File: src/rtl/ppb_pkg.sv
// ppb_pkg: register offsets and command codes shared by the page-program
// write buffer and its checker. Assumes an 8-bit byte-offset register space.
package ppb_pkg;
    localparam logic [7:0] OFS_CMD  = 8'h00;  // command register
    localparam logic [7:0] OFS_ADDR = 8'h10;  // page start address
    localparam logic [7:0] OFS_CFG  = 8'h64;  // storage use select, bit 0
    localparam logic [7:0] OFS_DATA = 8'h98;  // 32-bit data push port

    localparam logic [7:0] CMD_PROGRAM = 8'h10;  // start page program
endpackage

File: src/rtl/ppb_ctrl_regs.sv
// ppb_ctrl_regs: decodes register writes, holds the page address and the
// storage-use mode. A mode request settles over MODE_SETTLE edges before it
// becomes the active (readable) mode; settling is frozen while busy.
// Assumes MODE_SETTLE >= 1.
module ppb_ctrl_regs
    import ppb_pkg::*;
#(
    parameter int ADDR_W      = 24,
    parameter int DATA_W      = 32,
    parameter int MODE_SETTLE = 2
) (
    input  logic              clk,
    input  logic              rst_n,
    input  logic              reg_wr,
    input  logic [7:0]        reg_addr,
    input  logic [DATA_W-1:0] reg_wdata,
    input  logic              busy_i,
    output logic              mode_o,
    output logic              mode_flip_o,
    output logic [ADDR_W-1:0] page_addr_o,
    output logic              go_o,
    output logic              data_we_o
);
    localparam int SW = $clog2(MODE_SETTLE + 1);

    logic          mode_req_q;
    logic          mode_act_q;
    logic [SW-1:0] settle_q;
    logic          hit_cfg, hit_cmd, hit_data, hit_addr;
    logic          pending, settle_done;
    logic          unused_wd;

    // Address decode of the incoming write
    always_comb begin
        hit_cfg  = reg_wr && (reg_addr == OFS_CFG);
        hit_cmd  = reg_wr && (reg_addr == OFS_CMD);
        hit_data = reg_wr && (reg_addr == OFS_DATA);
        hit_addr = reg_wr && (reg_addr == OFS_ADDR);
    end

    assign unused_wd   = ^reg_wdata;
    assign pending     = (mode_req_q != mode_act_q);
    assign settle_done = pending && !busy_i && (settle_q == SW'(MODE_SETTLE - 1));

    // Capture the requested mode; ignored while a frame runs
    always_ff @(posedge clk) begin
        if (!rst_n)
            mode_req_q <= 1'b0;
        else if (hit_cfg && !busy_i)
            mode_req_q <= reg_wdata[0];
    end

    // Count the settling delay and apply the request when it expires
    always_ff @(posedge clk) begin
        if (!rst_n) begin
            mode_act_q <= 1'b0;
            settle_q   <= '0;
        end else if (settle_done) begin
            mode_act_q <= mode_req_q;
            settle_q   <= '0;
        end else if (pending && !busy_i) begin
            settle_q   <= settle_q + 1'b1;
        end else if (!pending) begin
            settle_q   <= '0;
        end
    end

    // Hold the page start address for the next frame
    always_ff @(posedge clk) begin
        if (!rst_n)
            page_addr_o <= '0;
        else if (hit_addr)
            page_addr_o <= reg_wdata[ADDR_W-1:0];
    end

    assign mode_o      = mode_act_q;
    assign mode_flip_o = settle_done;
    assign go_o        = hit_cmd && (reg_wdata[7:0] == CMD_PROGRAM) &&
                         mode_act_q && !pending && !busy_i;
    assign data_we_o   = hit_data && mode_act_q && !busy_i;
endmodule

File: src/rtl/ppb_page_store.sv
// ppb_page_store: page storage filled word by word through a fill pointer,
// read back one byte at a time by byte index. Word i holds bytes
// WORD_BYTES*i upward, lowest byte in the least significant lane.
// Assumes PAGE_BYTES is a power-of-two multiple of WORD_BYTES.
module ppb_page_store #(
    parameter int PAGE_BYTES = 128,
    parameter int DATA_W     = 32
) (
    input  logic                          clk,
    input  logic                          rst_n,
    input  logic                          we_i,
    input  logic [DATA_W-1:0]             wdata_i,
    input  logic                          ptr_clr_i,
    input  logic [$clog2(PAGE_BYTES)-1:0] rd_idx_i,
    output logic [7:0]                    rd_byte_o
);
    localparam int WORD_BYTES = DATA_W / 8;
    localparam int WORDS      = PAGE_BYTES / WORD_BYTES;
    localparam int PW         = $clog2(WORDS + 1);
    localparam int BW         = $clog2(PAGE_BYTES);
    localparam int LW         = $clog2(WORD_BYTES);

    logic [DATA_W-1:0] mem_q [WORDS];
    logic [PW-1:0]     wptr_q;
    logic [WORDS-1:0]  wsel;
    logic              room;
    logic [DATA_W-1:0] rd_word;

    assign room = (wptr_q != PW'(WORDS));

    // One write-select line per storage word
    for (genvar g = 0; g < WORDS; g++) begin : g_sel
        assign wsel[g] = we_i && !ptr_clr_i && room && (wptr_q == PW'(g));
    end

    // Advance or clear the fill pointer
    always_ff @(posedge clk) begin
        if (!rst_n)
            wptr_q <= '0;
        else if (ptr_clr_i)
            wptr_q <= '0;
        else if (we_i && room)
            wptr_q <= wptr_q + 1'b1;
    end

    // Store the selected word; storage cleared on reset
    always_ff @(posedge clk) begin
        for (int w = 0; w < WORDS; w++) begin
            if (!rst_n)
                mem_q[w] <= '0;
            else if (wsel[w])
                mem_q[w] <= wdata_i;
        end
    end

    // Byte read mux: word by upper index bits, lane by lower bits
    always_comb begin
        rd_word   = mem_q[rd_idx_i[BW-1:LW]];
        rd_byte_o = rd_word[rd_idx_i[LW-1:0]*8 +: 8];
    end
endmodule

File: src/rtl/ppb_burst_seq.sv
// ppb_burst_seq: runs one page-program frame. A single bit counter walks
// the header (opcode then address) and the page bytes, picking one bit per
// cycle, most significant bit first. Assumes PAGE_BYTES is a power of two.
module ppb_burst_seq #(
    parameter int         ADDR_W     = 24,
    parameter int         PAGE_BYTES = 128,
    parameter logic [7:0] OPCODE     = 8'h02
) (
    input  logic                          clk,
    input  logic                          rst_n,
    input  logic                          go_i,
    input  logic [ADDR_W-1:0]             addr_i,
    input  logic [7:0]                    rd_byte_i,
    output logic [$clog2(PAGE_BYTES)-1:0] rd_idx_o,
    output logic                          busy_o,
    output logic                          mosi_o
);
    localparam int HDR_BITS   = 8 + ADDR_W;
    localparam int FRAME_BITS = HDR_BITS + PAGE_BYTES * 8;
    localparam int KW         = $clog2(FRAME_BITS);
    localparam int HW         = $clog2(HDR_BITS);
    localparam int BW         = $clog2(PAGE_BYTES);

    logic                active_q;
    logic [KW-1:0]       k_q;
    logic [HDR_BITS-1:0] hdr_q;
    logic [KW-1:0]       doff;
    logic [HW-1:0]       hidx;
    logic                in_hdr;

    // Frame state: start on go, step one bit per cycle, stop after last
    always_ff @(posedge clk) begin
        if (!rst_n) begin
            active_q <= 1'b0;
            k_q      <= '0;
            hdr_q    <= '0;
        end else if (!active_q) begin
            if (go_i) begin
                active_q <= 1'b1;
                k_q      <= '0;
                hdr_q    <= {OPCODE, addr_i};
            end
        end else if (k_q == KW'(FRAME_BITS - 1)) begin
            active_q <= 1'b0;
            k_q      <= '0;
        end else begin
            k_q <= k_q + 1'b1;
        end
    end

    // Bit selection for the current frame position
    always_comb begin
        in_hdr   = (k_q < KW'(HDR_BITS));
        doff     = k_q - KW'(HDR_BITS);
        hidx     = HW'(HDR_BITS - 1) - k_q[HW-1:0];
        rd_idx_o = doff[BW+2:3];
        if (!active_q)
            mosi_o = 1'b0;
        else if (in_hdr)
            mosi_o = hdr_q[hidx];
        else
            mosi_o = rd_byte_i[~doff[2:0]];
    end

    assign busy_o = active_q;
endmodule

File: src/rtl/ppb_page_writer.sv
// ppb_page_writer: top of the page-program write buffer. Register writes
// select the storage use, fill a page, load an address and start a frame;
// the frame is shifted out one bit per clock while fl_cs_n is low.
// Assumes the flash samples fl_mosi once per clk while selected.
module ppb_page_writer #(
    parameter int         PAGE_BYTES  = 128,
    parameter int         ADDR_W      = 24,
    parameter int         MODE_SETTLE = 2,
    parameter logic [7:0] PP_OPCODE   = 8'h02
) (
    input  logic        clk,
    input  logic        rst_n,
    input  logic        reg_wr,
    input  logic [7:0]  reg_addr,
    input  logic [31:0] reg_wdata,
    output logic        cfg_mode_o,
    output logic        cmd_busy_o,
    output logic        fl_cs_n,
    output logic        fl_mosi
);
    localparam int DATA_W = 32;
    localparam int BW     = $clog2(PAGE_BYTES);

    logic              busy, mode_flip, go, data_we;
    logic [ADDR_W-1:0] page_addr;
    logic [BW-1:0]     rd_idx;
    logic [7:0]        rd_byte;

    ppb_ctrl_regs #(
        .ADDR_W(ADDR_W), .DATA_W(DATA_W), .MODE_SETTLE(MODE_SETTLE)
    ) u_regs (
        .clk(clk), .rst_n(rst_n), .reg_wr(reg_wr), .reg_addr(reg_addr),
        .reg_wdata(reg_wdata), .busy_i(busy), .mode_o(cfg_mode_o),
        .mode_flip_o(mode_flip), .page_addr_o(page_addr), .go_o(go),
        .data_we_o(data_we)
    );

    ppb_page_store #(
        .PAGE_BYTES(PAGE_BYTES), .DATA_W(DATA_W)
    ) u_store (
        .clk(clk), .rst_n(rst_n), .we_i(data_we), .wdata_i(reg_wdata),
        .ptr_clr_i(go || mode_flip), .rd_idx_i(rd_idx), .rd_byte_o(rd_byte)
    );

    ppb_burst_seq #(
        .ADDR_W(ADDR_W), .PAGE_BYTES(PAGE_BYTES), .OPCODE(PP_OPCODE)
    ) u_seq (
        .clk(clk), .rst_n(rst_n), .go_i(go), .addr_i(page_addr),
        .rd_byte_i(rd_byte), .rd_idx_o(rd_idx), .busy_o(busy),
        .mosi_o(fl_mosi)
    );

    assign cmd_busy_o = busy;
    assign fl_cs_n    = !busy;
endmodule

File: config.mk
export PLATFORM = sky130hd
export DESIGN_NAME = ppb_page_writer
export DESIGN_NICKNAME = d
export VERILOG_FILES = /design/src/rtl/ppb_pkg.sv /design/src/rtl/ppb_ctrl_regs.sv /design/src/rtl/ppb_page_store.sv /design/src/rtl/ppb_burst_seq.sv /design/src/rtl/ppb_page_writer.sv
export SDC_FILE = /design/constraint.sdc
export NUM_CORES = 2
export LEC_CHECK = 0
export BUFFER_PORTS_ARGS = -buffer_cell sky130_fd_sc_hd__clkbuf_2
export CAP_MARGIN = 20
export CORE_ASPECT_RATIO = 0.8
export CORE_UTILIZATION = 60
export DETAILED_ROUTE_END_ITERATION = 16
export PLACE_DENSITY = 0.82
export SYNTH_ARGS = -nofsm -noshare
export SYNTH_HDL_FRONTEND = slang
export SYNTH_HIERARCHICAL = 1
export SYNTH_SLANG_ARGS = --single-unit
File: constraint.sdc
create_clock -name clk -period 12.08 [get_ports clk]
set_input_delay 1.812 -clock clk [delete_from_list [all_inputs] [get_ports clk]]
set_output_delay 1.812 -clock clk [all_outputs]
set_load 0.01 [all_outputs]
Word-level counts from Yosys, hierarchy flattened
Memory sizes are Yosys's and may differ from the RTL's.
Cells that the tools add are included.
{"block": "op_classes", "mul": 0, "eq_ne": 40, "n_lt_le_gt_ge": 3, "n_shift": 1, "n_addsub": 5, "n_mux": 143, "n_div": 0, "bitwise_logic": 35, "n_reduce_logical": 58}
{"operator": "$mux W32", "n": 32}
{"operator": "$mux W1", "n": 104}
{"operator": "$eq A6 B5 Y1 const B", "n": 16}
{"operator": "$eq A6 B4 Y1 const B", "n": 8}
{"operator": "$logic_and A1 B1 Y1", "n": 48}
{"operator": "$mux W11", "n": 3}
{"operator": "$or A1 B1 Y1", "n": 32}
{"operator": "$shiftx A32 B6 Y8", "n": 1}
{"operator": "$eq A6 B3 Y1 const B", "n": 4}
{"operator": "$eq A8 B5 Y1 const B", "n": 2}
{"operator": "$eq A6 B2 Y1 const B", "n": 2}
{"operator": "$add A11 B1 Y11 const B", "n": 1}
{"operator": "$eq A11 B11 Y1 const B", "n": 1}
{"operator": "$lt A11 B6 Y1 const B", "n": 1}
{"operator": "$sub A10 B6 Y10 const B", "n": 1}
{"operator": "$eq A8 B7 Y1 const B", "n": 1}
{"operator": "$eq A8 B8 Y1 const B", "n": 1}
{"operator": "$logic_not A8 Y1", "n": 1}
{"operator": "$add A6 B1 Y6 const B", "n": 1}
{"operator": "$eq A6 B1 Y1 const B", "n": 1}
{"operator": "$logic_not A6 Y1", "n": 1}
{"operator": "$lt A5 B6 Y1 const B", "n": 1}
{"operator": "$ne A6 B6 Y1 const B", "n": 1}
{"operator": "$bmux W1 S5", "n": 1}
{"operator": "15 further kinds", "n": 20}
{"block": "word_totals", "input_bits": 43, "memories": 1, "reg_bits": 71, "mem_bits_ro": 0, "ram_bits": 1024, "latch_bits": 0}
{"memory": "u_store.mem_q", "words": 32, "word_bits": 32, "rd": 1, "rd_ports_with_merged_regs": 0, "wr": 32, "line": "ppb_page_store.sv:23", "text": "logic [DATA_W-1:0] mem_q [WORDS];"}

Depth between registers and ports, before layout
{"block": "logic_depth", "depth_word": 15, "mapped_depth": 15, "mapped_depth_nobuf": 12}

Hierarchy
Netlist, hierarchy kept.
{"module": "ppb_page_store", "seq_area_each_um2": 30869.6, "area_per_inst_um2": 46671.0, "n_inst": 1, "cells_each": 2796}
{"module": "ppb_burst_seq", "seq_area_each_um2": 740.7, "area_per_inst_um2": 1900.6, "n_inst": 1, "cells_each": 234}
{"module": "ppb_ctrl_regs", "seq_area_each_um2": 560.5, "area_per_inst_um2": 1257.5, "n_inst": 1, "cells_each": 140}
{"module": "ppb_page_writer", "seq_area_each_um2": 0.0, "area_per_inst_um2": 10.0, "n_inst": 1, "cells_each": 2}

Least setup slack after synthesis
OpenSTA, ideal clock, no wires.
{"block": "synth_timing", "path_type": "input to register", "startpoint": "input port reg_addr[5]", "endpoint": "memory u_store.mem_q[15][0] (enable)", "n_path_buf": 2, "stages": 7, "arrival_ps": 5441, "setup_slack_ps": 6173, "setup_time_ps": 466, "path_cell_list": "nor2_1 > nand4b_1 > nor4_1 > clkbuf_1 > o2111ai_1 > clkbuf_1 > o21ai_0"}
{"item": "from (decl)", "line": "ppb_page_writer.sv:14", "text": "input logic [7:0] reg_addr,"}
{"item": "to (decl)", "line": "ppb_page_store.sv:23"}

Final worst setup path
{"block": "layout_timing", "startpoint": "register u_seq.k_q[5]", "endpoint": "output port fl_mosi"}
{"block": "layout_via", "elab_chain_len": 7, "elab_cells_between_ends": 8, "cone_classes": "add/sub (1); order compare (1); shift (1); mux (4); memory (1)"}
{"item": "from (decl)", "line": "ppb_burst_seq.sv:25", "text": "logic [KW-1:0] k_q;"}
{"item": "from (signal assigned)", "line": "ppb_burst_seq.sv:47", "text": "k_q <= k_q + 1'b1;"}
{"item": "$sub A10 B6 Y10", "line": "ppb_burst_seq.sv:54", "text": "doff = k_q - KW'(HDR_BITS);"}
{"item": "via rd_idx[2]", "line": "ppb_page_writer.sv:26", "text": "logic [BW-1:0] rd_idx;"}
{"item": "$mem_v2 Z32 W32"}
{"item": "$shiftx A32 B6 Y8", "line": "ppb_page_store.sv:59", "text": "rd_byte_o = rd_word[rd_idx_i[LW-1:0]*8 +: 8];"}
{"item": "via rd_byte[4]", "line": "ppb_page_writer.sv:27", "text": "logic [7:0] rd_byte;"}
{"item": "$bmux W1 S3", "line": "ppb_burst_seq.sv:62", "text": "mosi_o = rd_byte_i[~doff[2:0]];"}
{"item": "$mux W1 (not written as such)", "line": "ppb_burst_seq.sv:62"}
{"item": "$mux W1", "line": "ppb_burst_seq.sv:59", "text": "else if (in_hdr)"}
{"item": "$mux W1", "line": "ppb_burst_seq.sv:57", "text": "if (!active_q)"}
{"item": "to (decl)", "line": "ppb_page_writer.sv:19", "text": "output logic fl_mosi"}
The timed path passes the listed nets, and every way through them passes these cells. The select of a mux whose other input is x is not followed.

==> impl_metrics.py <==
metrics = {
    "placed_design": {
        "routabilityCongestion": 0.845,
        "pre_cts_ws_ps": 3940,
        "dp_cells": 4093,
        "portBuffers": 46,
        "dp_hpwl_um": 74300,
    },
    "synth": {
        "synthCells": 3172,
        "synth_fa_ha_area_share_pct": 0.201,
        "syn_area_sq_um": 49800,
        "ys_seq_area_share_pct": 64.5,
        "synth-compound-area-share_pct": 1.08,
        "synth_top_family_by_area": "multiplexers",
        "yosys.area_share.simple_pct": 15.0,
        "syn_avg_cell_area_sq_um": 15.7,
        "synth_edf_count": 1024,
        "synth_cell_type_count": 53,
        "synth_xor_area_share_pct": 0.141,
        "synth_flop_cell": "edfxtp_1",
        "yosysWarnings": 6,
        "synth_nets": 3223,
        "async_flop_share_pct": 0,
        "ys_ff_latch": 1095,
        "synthMuxAreaShare_pct": 16.3,
    },
    "global_route": {
        "grt_util_all_layers_pct": 32.5,
        "first_global_vias": 28600,
        "antenna_found_initial": 5,
        "grt_max_degree": 134,
        "overflow": 0,
        "grt_pass1_wl_um": 193000,
    },
    "cts": {
        "cts.sinks": 1095,
        "holdBufCountCts": 0,
        "ctsHtreeMaxLevel": 3,
        "cts_resized": 0,
        "cts_setup_buffers": 0,
        "cts_buffer_depth": 3,
        "cts.root.buffer_cell": "clkbuf_16",
        "clk_latency_ps": 680,
        "path_clk_slew_ps": 60,
        "cts_tree": "yes",
        "cts_buffers": 99,
    },
    "routing": {
        "viasPerCell": 6.67,
        "drcViolationCount": 0,
        "drtIter0Drc": 4733,
        "drtAntennaViolNets": 0,
        "vias": 28500,
        "wirelength_um": 134000,
        "drtPass1Iterations": 7,
        "wl_per_cell_um": 31.4,
    },
    "layout": {
        "drive_gt1_share_pct": 21.7,
        "instances_no_fill": 4276,
        "multiInputGateArea_sq_um": 16900,
        "syn2layout_area_growth_pct": 9.13,
        "fillers": 5209,
        "nets": 3142,
        "utilization_pct": 66.2,
        "seq_area_sq_um": 32200,
    },
    "critical_path": {
        "end_kind": "output pin",
        "path_class": "reg -> out",
        "critPathRequiredTime_ps": 10270,
        "crit_arrival_ps": 7060,
        "worst-path-max-fanout": 133,
        "startpoint_type": "register",
    },
    "status": {
        "outcome": "finished, final reports clean",
    },
    "power_and_ir_drop": {
        "ir_drop_mv": 0.129,
        "p_switching_mw": 1.63,
        "seq_power_share_pct": 56.7,
        "power_density_nw_per_um2": 141,
        "leakage_nw": 19.1,
        "intPower_mw": 6.04,
        "p_sw_share_pct": 21.3,
        "combPwrFrac_pct": 4.3,
        "clkPwrFrac_pct": 39.0,
        "p_total_mw": 7.67,
    },
    "floorplan": {
        "dieArea_sq_um": 84200,
        "die_x_um": 324,
        "num_rows": 94,
        "pin_count": 47,
        "initial_core_util_pct": 60.6,
        "dieHeight_um": 260,
        "coreArea_sq_um": 82200,
    },
    "timing": {
        "fin_crit_sh_pct": 73.4,
        "slew_violations": 0,
        "fin_crit_ps": 8870,
        "rsz0062_at_grt": "false",
        "finalHoldViolCount": 0,
        "setup_viol": 0,
        "finalSetupTns_ps": 0,
        "worstMarginPinSlew_ps": 1150,
        "fin_ws_ps": 3210,
        "skew_ps": 30.0,
        "fmax_mhz": 113,
        "relSlewSlack_pct": 23.3,
    },
    "worst_hold_path": {
        "hold_path_class": "reg -> reg",
    },
    "job": {
        "maxCapViolations": 0,
    },
}
==> synthesized netlist by cell type (all sizes together), types with 4 or more instances <==
master / number / area, sq um
a21oi: 40 / 200
and2: 1025 / 6410
and3: 4 / 30.0
buf: 57 / 354
clkbuf: 254 / 953
dfxtp: 71 / 1420
edfxtp: 1024 / 30700
ha: 8 / 100
inv: 12 / 45.0
mux2: 11 / 124
mux2i: 30 / 300
mux4: 342 / 7700
nand2: 116 / 435
nand3: 7 / 35.0
nand3b: 4 / 30.0
nand4: 7 / 58.8
nor2: 58 / 218
nor2b: 10 / 62.6
nor3: 6 / 30.0
nor4: 4 / 40.0
o21ai: 41 / 205
xor2: 5 / 43.8
==> layout by cell type, fill, tap and decap left out, types with 3 or more instances in the layout <==
cell type,count
nand2b_1,3
clkbuf_8,5
nand3_1,7
mux2_2,11
o21ai_0,9
nor2_1,26
clkinv_1,25
inv_1,10
mux2i_1,30
dfxtp_1,71
nand4_1,6
edfxtp_1,1024
o2111ai_4,3
nor2_2,32
nand2_1,116
diode_2,4
xnor2_1,3
xor2_4,3
nor3_1,6
clkbuf_16,103
and3_1,3
clkbuf_1,26
clkinv_2,14
or3_1,3
ha_1,8
nand3b_1,4
buf_4,81
nor2b_1,10
o21ai_4,32
clkbuf_2,45
a21oi_1,40
and2_1,1025
mux4_2,342
==> critical path: stages, from the launching register on <==
cell and delay [ps]:
dfxtp_1 400, inv_8 680, ha_1 400, xor2_4 830
buf_12 670, mux4_2 440, mux4_2 520, mux4_2 550
mux2_2 340, mux4_2 550, nor2b_1 160, o41ai_1 400
a21oi_1 90, clkbuf_2 150
==> worst paths after layout <==
path	start	end	slack [ps]	depth (start not counted)
max	u_seq/k_q[5]$_SDFFE_PN0P_	fl_mosi	3210	13
min	u_regs/page_addr_o[15]$_SDFFE_PN0P_	u_seq/hdr_q[15]$_SDFFE_PN0P_	460	2
max reg2reg	u_seq/busy_o$_SDFF_PN0_	u_store/mem_q[11][30]$_SDFFCE_PN0P_	8060	9
min reg2reg	u_regs/page_addr_o[15]$_SDFFE_PN0P_	u_seq/hdr_q[15]$_SDFFE_PN0P_	460	2
==> power groups by stage <==
| stage | Sequential [mW] | Combinational (mW) | Clock (mW) |
|---|---|---|---|
| finish | 4.35 | 0.329 | 2.99 |
| global route | 4.36 | 0.336 | 3.15 |
| CTS | 4.35 | 0.321 | 3.00 |
| detailed placement | 4.43 | 0.320 | 0 |
| global placement | 4.42 | 0.310 | 0 |
| floorplan | 4.42 | 0.184 | 0 |
==> metrics by stage <==
stage          cell area, sq um  hold WS (ps)
6_report                  54400           458
5_1_grt                   54400           475
4_1_cts                   54400           455
3_5_place_dp              51400           445
3_3_place_gp              51400           437
2_1_floorplan             49800           432
==> routing by layer <==
metal	vias up	wire [um]	track usage [%]
li1	11500	-	-
met1	14400	47300	45.7
met2	2328	61700	49.1
met3	338	20400	8.80
met4	2	5030	12.3
met5	-	19	0
==> sequential cells by signal (all words and copies together), names as in the netlist <==
signal	flops
u_regs/mode_o	1
u_regs/mode_req_q	1
u_regs/page_addr_o	24
u_regs/settle_q	2
u_seq/busy_o	1
u_seq/hdr_q	25
u_seq/k_q	11
u_store/mem_q	1024
u_store/wptr_q	6
==> logic make-up after synthesis <==
kind of cell,count (synthesis)
AO/OA/AOI/OAI,97
XOR/XNOR,8
adder cells (fa/ha/maj),8
buffers and inverters,324
flip-flops,1095
multiplexers,383
AND/OR/NAND/NOR,1257
==> cell type report <==
type                       count  share of cell area (%)
clock inverter                44                   0.469
timing repair buffer         129                    1.66
inverter                      13                   0.108
clock buffer                 134                    5.04
sequential                  1095                    59.2
tap                         1104                    2.54
antenna                        4                  0.0184
multi-input combinational   1753                    31.0
(Power assumes the default switching activity.)
